--- src/rtl/sysctl_pkg.sv ---
package sysctl_pkg;
    localparam int unsigned ADDR_W = 4;
    localparam int unsigned DATA_W = 32;

    localparam logic [ADDR_W-1:0] IDX_GPIN  = 4'd0;
    localparam logic [ADDR_W-1:0] IDX_GPOUT = 4'd1;
    localparam logic [ADDR_W-1:0] IDX_GPIEN = 4'd2;
    localparam logic [ADDR_W-1:0] IDX_RECFG = 4'd13;
    localparam logic [ADDR_W-1:0] IDX_CAPS  = 4'd14;
    localparam logic [ADDR_W-1:0] IDX_SYSID = 4'd15;

    localparam logic [15:0] SHUTDOWN_CODE = 16'h000E;
    localparam logic [DATA_W-1:0] RECFG_READY = 32'h0000_0001;

    typedef struct packed {
        logic is_gpin;
        logic is_gpout;
        logic is_gpien;
        logic is_recfg;
        logic is_caps;
        logic is_sysid;
        logic is_timer;
        logic is_rsvd;
        logic unit;
        logic [1:0] slot;
    } slot_dec_t;
endpackage

--- src/rtl/sysctl_decode.sv ---
module sysctl_decode
    import sysctl_pkg::*;
(
    input  logic [ADDR_W-1:0] addr,
    output slot_dec_t         dec
);
    always_comb begin
        dec = '0;
        dec.unit = addr[3];
        dec.slot = addr[1:0];
        unique case (addr)
            IDX_GPIN:  dec.is_gpin  = 1'b1;
            IDX_GPOUT: dec.is_gpout = 1'b1;
            IDX_GPIEN: dec.is_gpien = 1'b1;
            IDX_RECFG: dec.is_recfg = 1'b1;
            IDX_CAPS:  dec.is_caps  = 1'b1;
            IDX_SYSID: dec.is_sysid = 1'b1;
            4'd4, 4'd5, 4'd6, 4'd8, 4'd9, 4'd10: dec.is_timer = 1'b1;
            default:   dec.is_rsvd  = 1'b1;
        endcase
    end
endmodule

--- src/rtl/sysctl_sync.sv ---
module sysctl_sync #(
    parameter int unsigned WIDTH = 8,
    parameter logic [WIDTH-1:0] INIT = '0
) (
    input  logic             clk,
    input  logic             rst_n,
    input  logic [WIDTH-1:0] din,
    output logic [WIDTH-1:0] dout
);
    logic [WIDTH-1:0] meta_q, meta_d;
    logic [WIDTH-1:0] sync_q, sync_d;

    always_comb begin
        meta_d = din;
        sync_d = meta_q;
    end

    always_ff @(posedge clk) begin
        if (!rst_n) begin
            meta_q <= INIT;
            sync_q <= INIT;
        end else begin
            meta_q <= meta_d;
            sync_q <= sync_d;
        end
    end

    assign dout = sync_q;
endmodule

--- src/rtl/sysctl_regbank.sv ---
module sysctl_regbank
    import sysctl_pkg::*;
#(
    parameter int unsigned GPIO_W = 8,
    parameter logic [DATA_W-1:0] SYS_ID = 32'h1001_4D31,
    parameter logic [DATA_W-1:0] CAPS   = 32'h0000_0000,
    parameter logic [GPIO_W-1:0] STRAP  = 1
) (
    input  logic              clk,
    input  logic              rst_n,
    input  logic              bus_valid,
    input  logic              bus_we,
    input  logic [ADDR_W-1:0] bus_addr,
    input  logic [DATA_W-1:0] bus_wdata,
    output logic [DATA_W-1:0] bus_rdata,
    input  logic [GPIO_W-1:0] gpio_pins,
    output logic [GPIO_W-1:0] gpio_out,
    output logic [GPIO_W-1:0] gpio_irq_en,
    output logic              tmr_valid,
    output logic              tmr_we,
    output logic              tmr_unit,
    output logic [1:0]        tmr_slot,
    output logic [DATA_W-1:0] tmr_wdata,
    input  logic [DATA_W-1:0] tmr_rdata0,
    input  logic [DATA_W-1:0] tmr_rdata1,
    output logic              shutdown_req,
    output logic              reset_req,
    output logic              bad_access
);
    localparam int unsigned PAD_W = DATA_W - GPIO_W;

    typedef struct packed {
        logic [GPIO_W-1:0] gpout;
        logic [GPIO_W-1:0] gpien;
        logic              shut;
        logic              sysrst;
        logic              err;
    } state_t;

    state_t    st_q, st_d;
    slot_dec_t dec;
    logic [GPIO_W-1:0] gpin_sync;
    logic wr, rd_any;

    sysctl_decode u_dec (.addr(bus_addr), .dec(dec));

    sysctl_sync #(.WIDTH(GPIO_W), .INIT(STRAP)) u_sync (
        .clk(clk), .rst_n(rst_n), .din(gpio_pins), .dout(gpin_sync)
    );

    assign wr     = bus_valid && bus_we;
    assign rd_any = bus_valid;

    always_comb begin
        st_d        = st_q;
        st_d.shut   = 1'b0;
        st_d.sysrst = 1'b0;
        if (wr && dec.is_gpout) st_d.gpout = bus_wdata[GPIO_W-1:0];
        if (wr && dec.is_gpien) st_d.gpien = bus_wdata[GPIO_W-1:0];
        if (wr && dec.is_recfg && bus_wdata[15:0] == SHUTDOWN_CODE) st_d.shut = 1'b1;
        if (wr && dec.is_sysid) st_d.sysrst = 1'b1;
        if (rd_any && dec.is_rsvd) st_d.err = 1'b1;
    end

    always_ff @(posedge clk) begin
        if (!rst_n) st_q <= '0;
        else        st_q <= st_d;
    end

    always_comb begin
        bus_rdata = '0;
        if (dec.is_gpin)  bus_rdata = {{PAD_W{1'b0}}, gpin_sync};
        if (dec.is_gpout) bus_rdata = {{PAD_W{1'b0}}, st_q.gpout};
        if (dec.is_gpien) bus_rdata = {{PAD_W{1'b0}}, st_q.gpien};
        if (dec.is_recfg) bus_rdata = RECFG_READY;
        if (dec.is_caps)  bus_rdata = CAPS;
        if (dec.is_sysid) bus_rdata = SYS_ID;
        if (dec.is_timer) bus_rdata = dec.unit ? tmr_rdata1 : tmr_rdata0;
    end

    assign tmr_valid    = bus_valid && dec.is_timer;
    assign tmr_we       = bus_we;
    assign tmr_unit     = dec.unit;
    assign tmr_slot     = dec.slot;
    assign tmr_wdata    = bus_wdata;
    assign gpio_out     = st_q.gpout;
    assign gpio_irq_en  = st_q.gpien;
    assign shutdown_req = st_q.shut;
    assign reset_req    = st_q.sysrst;
    assign bad_access   = st_q.err;

    a_r4_shutdown_cause: assert property (@(posedge clk) disable iff (!rst_n)
        shutdown_req |-> $past(bus_valid && bus_we && bus_addr == IDX_RECFG
                               && bus_wdata[15:0] == SHUTDOWN_CODE));
    a_r5_reset_cause: assert property (@(posedge clk) disable iff (!rst_n)
        reset_req |-> $past(bus_valid && bus_we && bus_addr == IDX_SYSID));
    a_r7_err_sticky: assert property (@(posedge clk) disable iff (!rst_n)
        bad_access |=> bad_access);
    a_r8_timer_strobe: assert property (@(posedge clk) disable iff (!rst_n)
        tmr_valid |-> bus_valid && !(bus_addr == IDX_SYSID || bus_addr == IDX_RECFG));
    a_r2_gpout_hold: assert property (@(posedge clk) disable iff (!rst_n)
        !(bus_valid && bus_we) |=> $stable(gpio_out) && $stable(gpio_irq_en));
endmodule

--- config.mk ---
export PLATFORM = sky130hd
export DESIGN_NAME = sysctl_regbank
export DESIGN_NICKNAME = d
export VERILOG_FILES = /design/src/rtl/sysctl_pkg.sv /design/src/rtl/sysctl_decode.sv /design/src/rtl/sysctl_sync.sv /design/src/rtl/sysctl_regbank.sv
export SDC_FILE = /design/constraint.sdc
export NUM_CORES = 1
export LEC_CHECK = 0
export BUFFER_PORTS_ARGS = -buffer_cell sky130_fd_sc_hd__clkbuf_2
export CORE_ASPECT_RATIO = 1.1
export CORE_UTILIZATION = 40
export CTS_CLUSTER_SIZE = 40
export DETAILED_ROUTE_END_ITERATION = 10
export GPL_TIMING_DRIVEN = 0
export PLACE_DENSITY = 0.81
export SYNTH_ARGS = -nofsm -noshare
export SYNTH_HDL_FRONTEND = slang
export SYNTH_SLANG_ARGS = --single-unit
--- constraint.sdc ---
create_clock -name clk -period 3.1 [get_ports clk]
set_input_delay 0.31 -clock clk [delete_from_list [all_inputs] [get_ports clk]]
set_output_delay 0.31 -clock clk [all_outputs]
set_load 0.02 [all_outputs]
* After elaboration in Yosys (flattened, before gate mapping)
Cells that the tools add are included.
Cells by class: equal/unequal tests 12, mux-type cells 18, reduce and logical (&&, ||, !) cells 11
Operators by type and width (number):
- two-way mux 32 bit | 7
- equality test 4 bit (second input constant) | 6
- equality test 16 x 4 -> 1 bit (second input constant) | 1
- equality test 4 x 3 -> 1 bit (second input constant) | 3
- OR reduction 12 bit | 1
- two-way mux 1 bit | 10
- logical AND 1 bit | 8
- two-way mux 8 bit | 1
- OR reduction 6 bit | 1
- equality test 4 x 1 -> 1 bit (second input constant) | 1
- equality test 4 x 2 -> 1 bit (second input constant) | 1
- zero test 4 bit | 1
Storage, ports and cells: register bits after elaboration 35, output and inout port bits 88, word-level logic and storage cells 48

* Depth between registers and ports, before layout
Gate-level depths: netlist (run 1).
depth after elaboration 9, gate-level depth with buffers 7, depth with buffers taken out 4

* Hierarchy
A second synthesis (run 1) with hierarchy kept.
Second synthesis, totals: cells, all modules 254, area total of the unflattened synthesis 2343.5 um^2
Modules (own cells, without submodules):
- sysctl_regbank | times used 1, cells an instance 204, area each 1798.0 um^2
- sysctl_sync | times used 1, cells an instance 33, area each 444.2 um^2
- sysctl_decode | times used 1, cells an instance 17, area each 101.3 um^2

* Least setup slack after synthesis (run 1)
No wires, ideal clock.
kind input to output, start point input port bus_addr[2], end point output port bus_rdata[21], arrival time 1.317 ns, required time 2.790 ns, setup slack 1.473 ns, cell stages on the path 6, path buffers 3, cells stage by stage buf_6 -> and2b_4 -> o21ai_2 -> buf_6 -> buf_6 -> nor2_1
Between the ends: cells in the longest elaborated chain, start to end 7
RTL lines:
- from (decl) | line sysctl_regbank.sv:13 | input logic [ADDR_W-1:0] bus_addr,
- equality test 4 x 2 -> 1 bit | line sysctl_decode.sv:11 | unique case (addr)
- two-way mux 1 bit | line sysctl_decode.sv:11
- two-way mux 32 bit | line sysctl_regbank.sv:74 | if (dec.is_gpien) bus_rdata = {{PAD_W{1'b0}}, st_q.gpien};
- two-way mux 32 bit | line sysctl_regbank.sv:75 | if (dec.is_recfg) bus_rdata = RECFG_READY;
- two-way mux 32 bit | line sysctl_regbank.sv:76 | if (dec.is_caps) bus_rdata = CAPS;
- two-way mux 32 bit | line sysctl_regbank.sv:77 | if (dec.is_sysid) bus_rdata = SYS_ID;
- two-way mux 32 bit * | line sysctl_regbank.sv:78 | if (dec.is_timer) bus_rdata = dec.unit ? tmr_rdata1 : tmr_rdata0;
- to (decl) | line sysctl_regbank.sv:15 | output logic [DATA_W-1:0] bus_rdata,
Mark *: on every way between the ends. The rest lies on a longest branch, timed or not.

* Worst setup path in the final report (run 1)
start point input port bus_addr[0], end point output port bus_rdata[0]
Between the ends: cells in the longest elaborated chain, start to end 9
RTL lines:
- zero test 4 bit | line sysctl_decode.sv:11
- two-way mux 1 bit | line sysctl_decode.sv:11
- two-way mux 8 bit | line sysctl_regbank.sv:72 | if (dec.is_gpin) bus_rdata = {{PAD_W{1'b0}}, gpin_sync};
- two-way mux 32 bit | line sysctl_regbank.sv:73 | if (dec.is_gpout) bus_rdata = {{PAD_W{1'b0}}, st_q.gpout};
- two-way mux 32 bit | line sysctl_regbank.sv:74
- two-way mux 32 bit | line sysctl_regbank.sv:75
- two-way mux 32 bit | line sysctl_regbank.sv:76
- two-way mux 32 bit | line sysctl_regbank.sv:77
- two-way mux 32 bit * | line sysctl_regbank.sv:78
Marks and branches as above.

==> results.py, run 1 <==
metrics = {
    "route": {
        "dr_total_vias": 2641,
        "postRouteWirelength_um": 7696,
        "wire_per_inst_um": 14.33,
        "drt_pass1_iterations": 4,
        "drtIter0Drc": 72,
        "vias_per_cell": 4.918,
        "ant_nets": 0,
        "drcViolationCount": 0,
    },
    "sta": {
        "min_period_ps": 1868,
        "fin_crit_sh_pct": 60.27,
        "clock.fmax_mhz": 535.2,
        "setup_viol": 0,
        "rsz0062_at_grt": "false",
        "slew_viol_final": 0,
        "timing_hold_violations_final": 0,
        "worst_pin_slew_ps": 517.4,
        "hold_ws_ps": 199.0,
        "finalSetupTns_ps": 0,
        "skew_ps": 0.5930,
        "maxSlewHeadroom_pct": 65.38,
    },
    "global_routing": {
        "grt_use_total_pct": 21.98,
        "antenna_found_initial": 1,
        "grt_pass1_wl_um": 10170,
        "grt_pass1_vias": 2150,
        "grt_max_degree": 11,
        "grt_overflow_total": 0,
    },
    "die": {
        "core_mm2": 0.005733,
        "initial_core_util_pct": 41.29,
        "fp.dieArea_mm2": 0.006230,
        "num_rows": 29,
        "num_io_pins": 200,
        "die_h_um": 82.69,
        "die_w_um": 75.35,
    },
    "clock_network": {
        "cts_made_buffers": 5,
        "cts.clk_slew.worst_paths_ps": 70,
        "clock-sinks": 35,
        "cts_tree": "done",
        "cts-root-buf": "clkbuf_8",
        "cts_buffer_depth": 2,
        "insertion_delay_ps": 290,
        "cts_resized": 0,
        "cts_max_level": 2,
        "holdBufCountCts": 0,
        "post-cts-setup-buffers": 0,
    },
    "worst_setup_path": {
        "end_kind": "output port",
        "crit_path_frequent_cell": "clkbuf_2",
        "cp_max_fo": 10,
        "slowest_delay_ps": 360,
        "critPathLaunchType": "primary input",
        "rr_startpoint": "gpio_irq_en[3]",
        "cp.arrival_ps": 1560,
        "crit_type": "primary input to output port",
        "crit_path_top_delay_cell": "clkbuf_1",
        "worstPathRequired_ps": 2790,
        "path_delay_family": "buffers and inverters",
        "cp-startpoint": "bus_addr[0]",
        "crit_chain": "clkbuf_2 > clkbuf_1 > nor2_1 > nor3_1 > o2111a_1 > clkbuf_2",
        "path_buf_inv": 3,
    },
    "power_and_ir_drop": {
        "p_leak_uw": 0.001983,
        "peakVddDrop_uv": 481.3,
        "p_per_area_mw_per_mm2": 342.6,
    },
    "placed_design": {
        "dpl_cell_area_mm2": 0.003369,
        "portBuffers": 181,
        "gp_congestion": 0.8365,
        "dp_hpwl_um": 6193,
        "dp.cells": 530,
    },
    "finish": {
        "fin_area_mm2": 0.003457,
        "finalNonFillerCells": 537,
        "layout_common_cells": "clkbuf_2 (181), mux2i_1 (42), buf_4 (41), dfxtp_1 (35), nor2_1 (33)",
        "final_nets": 572,
        "fillers": 547,
        "synthToLayoutAreaGrowth_pct": 46.04,
        "diodes": 0,
        "final_common_cell": "clkbuf_2",
        "drive_above_1_share_pct": 52.83,
    },
    "min_path": {
        "hold_class": "primary input to flop",
        "min-delay-start": "gpio_pins[0]",
    },
    "yosys": {
        "yosys.area.top_type": "dfxtp_1",
        "yosys_warnings": 0,
        "synthDistinctLibCells": 34,
        "synthCells": 272,
        "synth-edff-count": 0,
        "synth_area_leaders": "dfxtp_1 (30%), mux2i_1 (18%), buf_4 (13%)",
        "syn_nets": 384,
        "synth_seq_area_share_pct": 29.60,
        "ys_ff_latch": 35,
        "avgSynthCellArea_um2": 8.703,
        "synth_async_sr_flop_share_pct": 0,
        "synth_top_area_share_pct": 29.60,
        "syn_area_mm2": 0.002367,
        "synth_flop_cell": "dfxtp_1",
    },
    "outcome": {
        "status": "complete, no violations",
    },
    "job": {
        "cap_violations": 0,
    },
}
-- worst register-to-register path, cell delays in order (launching register included) --
cell and delay, ps:
dfxtp_1 330, mux2i_1 160, nor2b_1 60
-- cell type report --
type	instances	area (µm²)	share of cell area, %
multi-input combinational	174	1241	35.90
timing repair buffer	181	905.9	26.20
sequential	35	700.7	20.27
buffer	53	387.9	11.22
tap	77	96.34	2.787
clock buffer	6	82.58	2.389
inverter	10	37.54	1.086
clock inverter	1	5.005	0.1448
-- state kept, by name, indices dropped and copies added, names as in the netlist --
signal / flops
u_sync.dout: 8
u_sync.meta_q: 8
gpio_out: 8
gpio_irq_en: 8
reset_req: 1
bad_access: 1
shutdown_req: 1
-- cells in the mapped netlist, types with 3 or more instances --
cell       n
buf_4     41
nor2_1    33
and2_1    16
inv_1     10
nor4_1     4
a22o_1     7
buf_6      4
clkbuf_1   4
a22oi_1    6
a221oi_1   7
o21ai_0   14
nor2b_1   18
dfxtp_1   35
mux2i_1   42
nand2_1    3
buf_2      4
nor3_1     3
-- logic make-up (layout without fill, tap and decap cells) --
kind of cell,after synthesis,count (layout),synth area share [%]
and+or+nand+nor,90,90,21.88
buffers and inverters,63,251,17.97
AOI/OAI and AO/OA,42,42,12.79
muxes,42,42,17.76
DFF,35,35,29.60
-- per-stage QoR --
stage	total power [µW]	util, %	setup slack (ps)
after floorplan	712.4	-	1473
after detailed placement	865.6	58.77	1257
after global routing	1240	60.30	1162
after global placement	859.8	58.77	1263
final	1184	60.30	1232
after CTS	1188	60.30	1248
-- routing by layer --
metal  routed length [µm]  global-route usage [%]  vias to the layer above
met5                   13                       0                        -
met4                   82                   5.370                        2
met3                  621                   4.612                       12
met2                 3917                   40.54                      141
met1                 3062                   25.57                     1207
li1                     -                       -                     1279
-- power breakdown --
| part | switching, µW | internal (µW) | total [µW] |
|---|---|---|---|
| combinational | 213 | 176 | 390 |
| clock | 154 | 174 | 328 |
| sequential | 4.55 | 462 | 466 |
-- worst paths after layout --
kind | end | slack (ps) | cells past startpoint
worst max-delay path | bus_rdata[0] | 1230 | 6
worst min-delay path | u_sync.meta_q[0] | 200 | 2
worst max register to register | gpio_irq_en[3] | 2440 | 2
worst min register to register | u_sync.dout[4] | 440 | 1
Note: power is estimated with default switching activity, not from simulation.
==> run 2, diff against run 1 <==
--- a/config.mk
+++ b/config.mk
@@ -7,11 +7,11 @@
 export LEC_CHECK = 0
 export BUFFER_PORTS_ARGS = -buffer_cell sky130_fd_sc_hd__clkbuf_2
 export CORE_ASPECT_RATIO = 1.1
-export CORE_UTILIZATION = 40
+export CORE_UTILIZATION = 35
 export CTS_CLUSTER_SIZE = 40
 export DETAILED_ROUTE_END_ITERATION = 10
 export GPL_TIMING_DRIVEN = 0
-export PLACE_DENSITY = 0.81
+export PLACE_DENSITY = 0.75
 export SYNTH_ARGS = -nofsm -noshare
 export SYNTH_HDL_FRONTEND = slang
 export SYNTH_SLANG_ARGS = --single-unit
==> constraint.sdc (replaced) <==
create_clock -name clk -period 1.6 [get_ports clk]
set_input_delay 0.16 -clock clk [delete_from_list [all_inputs] [get_ports clk]]
set_output_delay 0.16 -clock clk [all_outputs]
set_load 0.02 [all_outputs]
==> run 2 against run 1 <==
Sequential share of layout area is 0.49 points lower. Critical path depth shrank 2. Combinational power rose by 95%. Non-clock buffer count unchanged. Core utilization is 6.1 points lower. Clock power increased to 2.9 times the previous value. Sequential cell count unchanged. Cell count rose by 1.5%. Wire length is 2.0% higher. Count of clock-buffer cells in the layout is 1 lower. Worst setup slack got worse by 1200 ps. Critical endpoint is now bus_rdata[6]. Largest cell class unchanged.
==> results.py, run 2 (synthesized netlist as in run 1, its figures left out) <==
metrics = {
    "finish": {
        "synthToLayoutAreaGrowth_pct": 50.16,
        "final_nets": 572,
        "drive_above_1_share_pct": 54.88,
        "finalNonFillerCells": 545,
        "final_common_cell": "clkbuf_2",
        "layout_common_cells": "clkbuf_2 (182), mux2i_1 (42), buf_4 (41), dfxtp_1 (33), nor2_1 (32)",
        "fillers": 661,
        "utilization_pct": 54.23,
    },
    "global_routing": {
        "grt_overflow_total": 0,
        "grt_pass1_wl_um": 10630,
        "grt_use_total_pct": 20.16,
        "grt_pass1_vias": 2185,
        "grt_max_degree": 13,
        "antenna_found_initial": 4,
    },
    "route": {
        "drt-met1-wl_um": 2920,
        "dr_total_vias": 2537,
        "route.met3.wl_um": 871,
        "top_layer": "met5",
        "wire_per_inst_um": 14.40,
        "vias_per_cell": 4.655,
        "drt_pass1_iterations": 4,
        "postRouteWirelength_um": 7849,
        "drtIter0Drc": 90,
        "drcViolationCount": 0,
        "ant_nets": 0,
        "dr_wl_met2_um": 3973,
    },
    "worst_setup_path": {
        "cp.arrival_ps": 1360,
        "cp_max_fo": 3,
        "critPathCapture": "bus_rdata[6]",
        "reg2reg_depth": 2,
        "end_kind": "output port",
        "timing.rr.end": "gpio_out[0]",
        "worstPathRequired_ps": 1440,
        "r2r_setup_slack_ps": 920,
        "cp-startpoint": "gpio_irq_en[6]",
        "crit_type": "flop to output port",
        "critPathLaunchType": "flop",
        "rr_startpoint": "gpio_out[0]",
    },
    "die": {
        "die_h_um": 88.26,
        "num_rows": 31,
        "die_w_um": 80.42,
        "core_mm2": 0.006555,
        "num_io_pins": 200,
        "fp.dieArea_mm2": 0.007097,
        "initial_core_util_pct": 36.11,
    },
    "sta": {
        "skew_ps": 7.633,
        "slew_viol_final": 0,
        "hold_ws_ps": 51.76,
        "timing_hold_violations_final": 0,
        "min_period_ps": 1523,
        "finalSetupTns_ps": 0,
        "fin_crit_sh_pct": 95.22,
        "clock.fmax_mhz": 656.4,
        "worst_pin_slew_ps": 416.1,
        "maxSlewHeadroom_pct": 72.23,
        "setup_viol": 0,
        "rsz0062_at_grt": "false",
    },
    "job": {
        "cap_violations": 0,
    },
    "power_and_ir_drop": {
        "peakVddDrop_uv": 667.0,
        "power.total_uw": 2615,
        "p_per_area_mw_per_mm2": 735.6,
        "p_leak_uw": 0.002012,
    },
    "clock_network": {
        "cts_made_buffers": 5,
        "cts-root-buf": "clkbuf_8",
        "clock-sinks": 35,
        "cts_buffer_depth": 2,
        "cts_tree": "done",
        "post-cts-setup-buffers": 0,
        "insertion_delay_ps": 280,
        "cts_max_level": 2,
        "cts.clk_slew.worst_paths_ps": 70,
    },
    "placed_design": {
        "gp_congestion": 0.8270,
        "dp_hpwl_um": 6473,
        "dp.cells": 535,
        "portBuffers": 181,
    },
    "min_path": {
        "hold_class": "primary input to flop",
    },
    "outcome": {
        "status": "complete, no violations",
    },
}
## run 2: where the power goes
part | total (µW) | internal, µW | leakage [µW] | switching (µW)
registers | 902 | 894 | 0.000287 | 7.64
clock network | 952 | 621 | 0.0000644 | 330
logic | 762 | 345 | 0.00166 | 417
total | 2610 | 1860 | 0.00201 | 754
## run 2: worst min path at each step
stage,start,endpoint,slack [ps],cells past startpoint
2_1_floorplan,rst_n,u_sync.dout[0],230,1
3_3_place_gp,gpio_pins[0],u_sync.meta_q[0],350,2
3_5_place_dp,gpio_pins[0],u_sync.meta_q[0],350,2
4_1_cts,gpio_pins[0],u_sync.meta_q[0],50,2
5_1_grt,gpio_pins[0],u_sync.meta_q[0],60,2
6_report,gpio_pins[0],u_sync.meta_q[0],50,2
## run 2: layout make-up
class / count / area (µm²) / area share (%)
well taps: 82 / 102.6 / 2.886
diodes: 2 / 5.005 / 0.1408
plain buffers: 53 / 389.1 / 10.95
flip-flops and latches: 35 / 703.2 / 19.78
multi-input cells: 174 / 1275 / 35.87
clock inverters: 3 / 67.56 / 1.901
clock buffers: 5 / 68.82 / 1.936
inverters: 10 / 37.54 / 1.056
repair buffers: 181 / 905.9 / 25.48
## run 2: repair_timing
action / CTS / global route
hold buffers: 0 / 0
gates resized for setup: 0 / 10
endpoints found under the setup margin: 0 / 7
## run 2: worst max-delay path: stages, from the launching register on
cell,delay (ps)
dfxtp_1,370
mux2i_1,90
a221oi_1,290
a22o_1,170
clkbuf_2,170
## run 2: layer usage
metal,track usage (%),vias to the layer above
li1,-,1282
met1,21.19,1138
met2,36.98,103
met3,9.175,10
met4,3.896,4
met5,0,-
## run 2: stage by stage
step	worst slack (ps)	instance area, µm²
4_1_cts	43.08	3512
2_1_floorplan	272.9	2367
6_report	76.51	3555
5_1_grt	1.231	3550
3_5_place_dp	83.70	3376
3_3_place_gp	92.06	3376
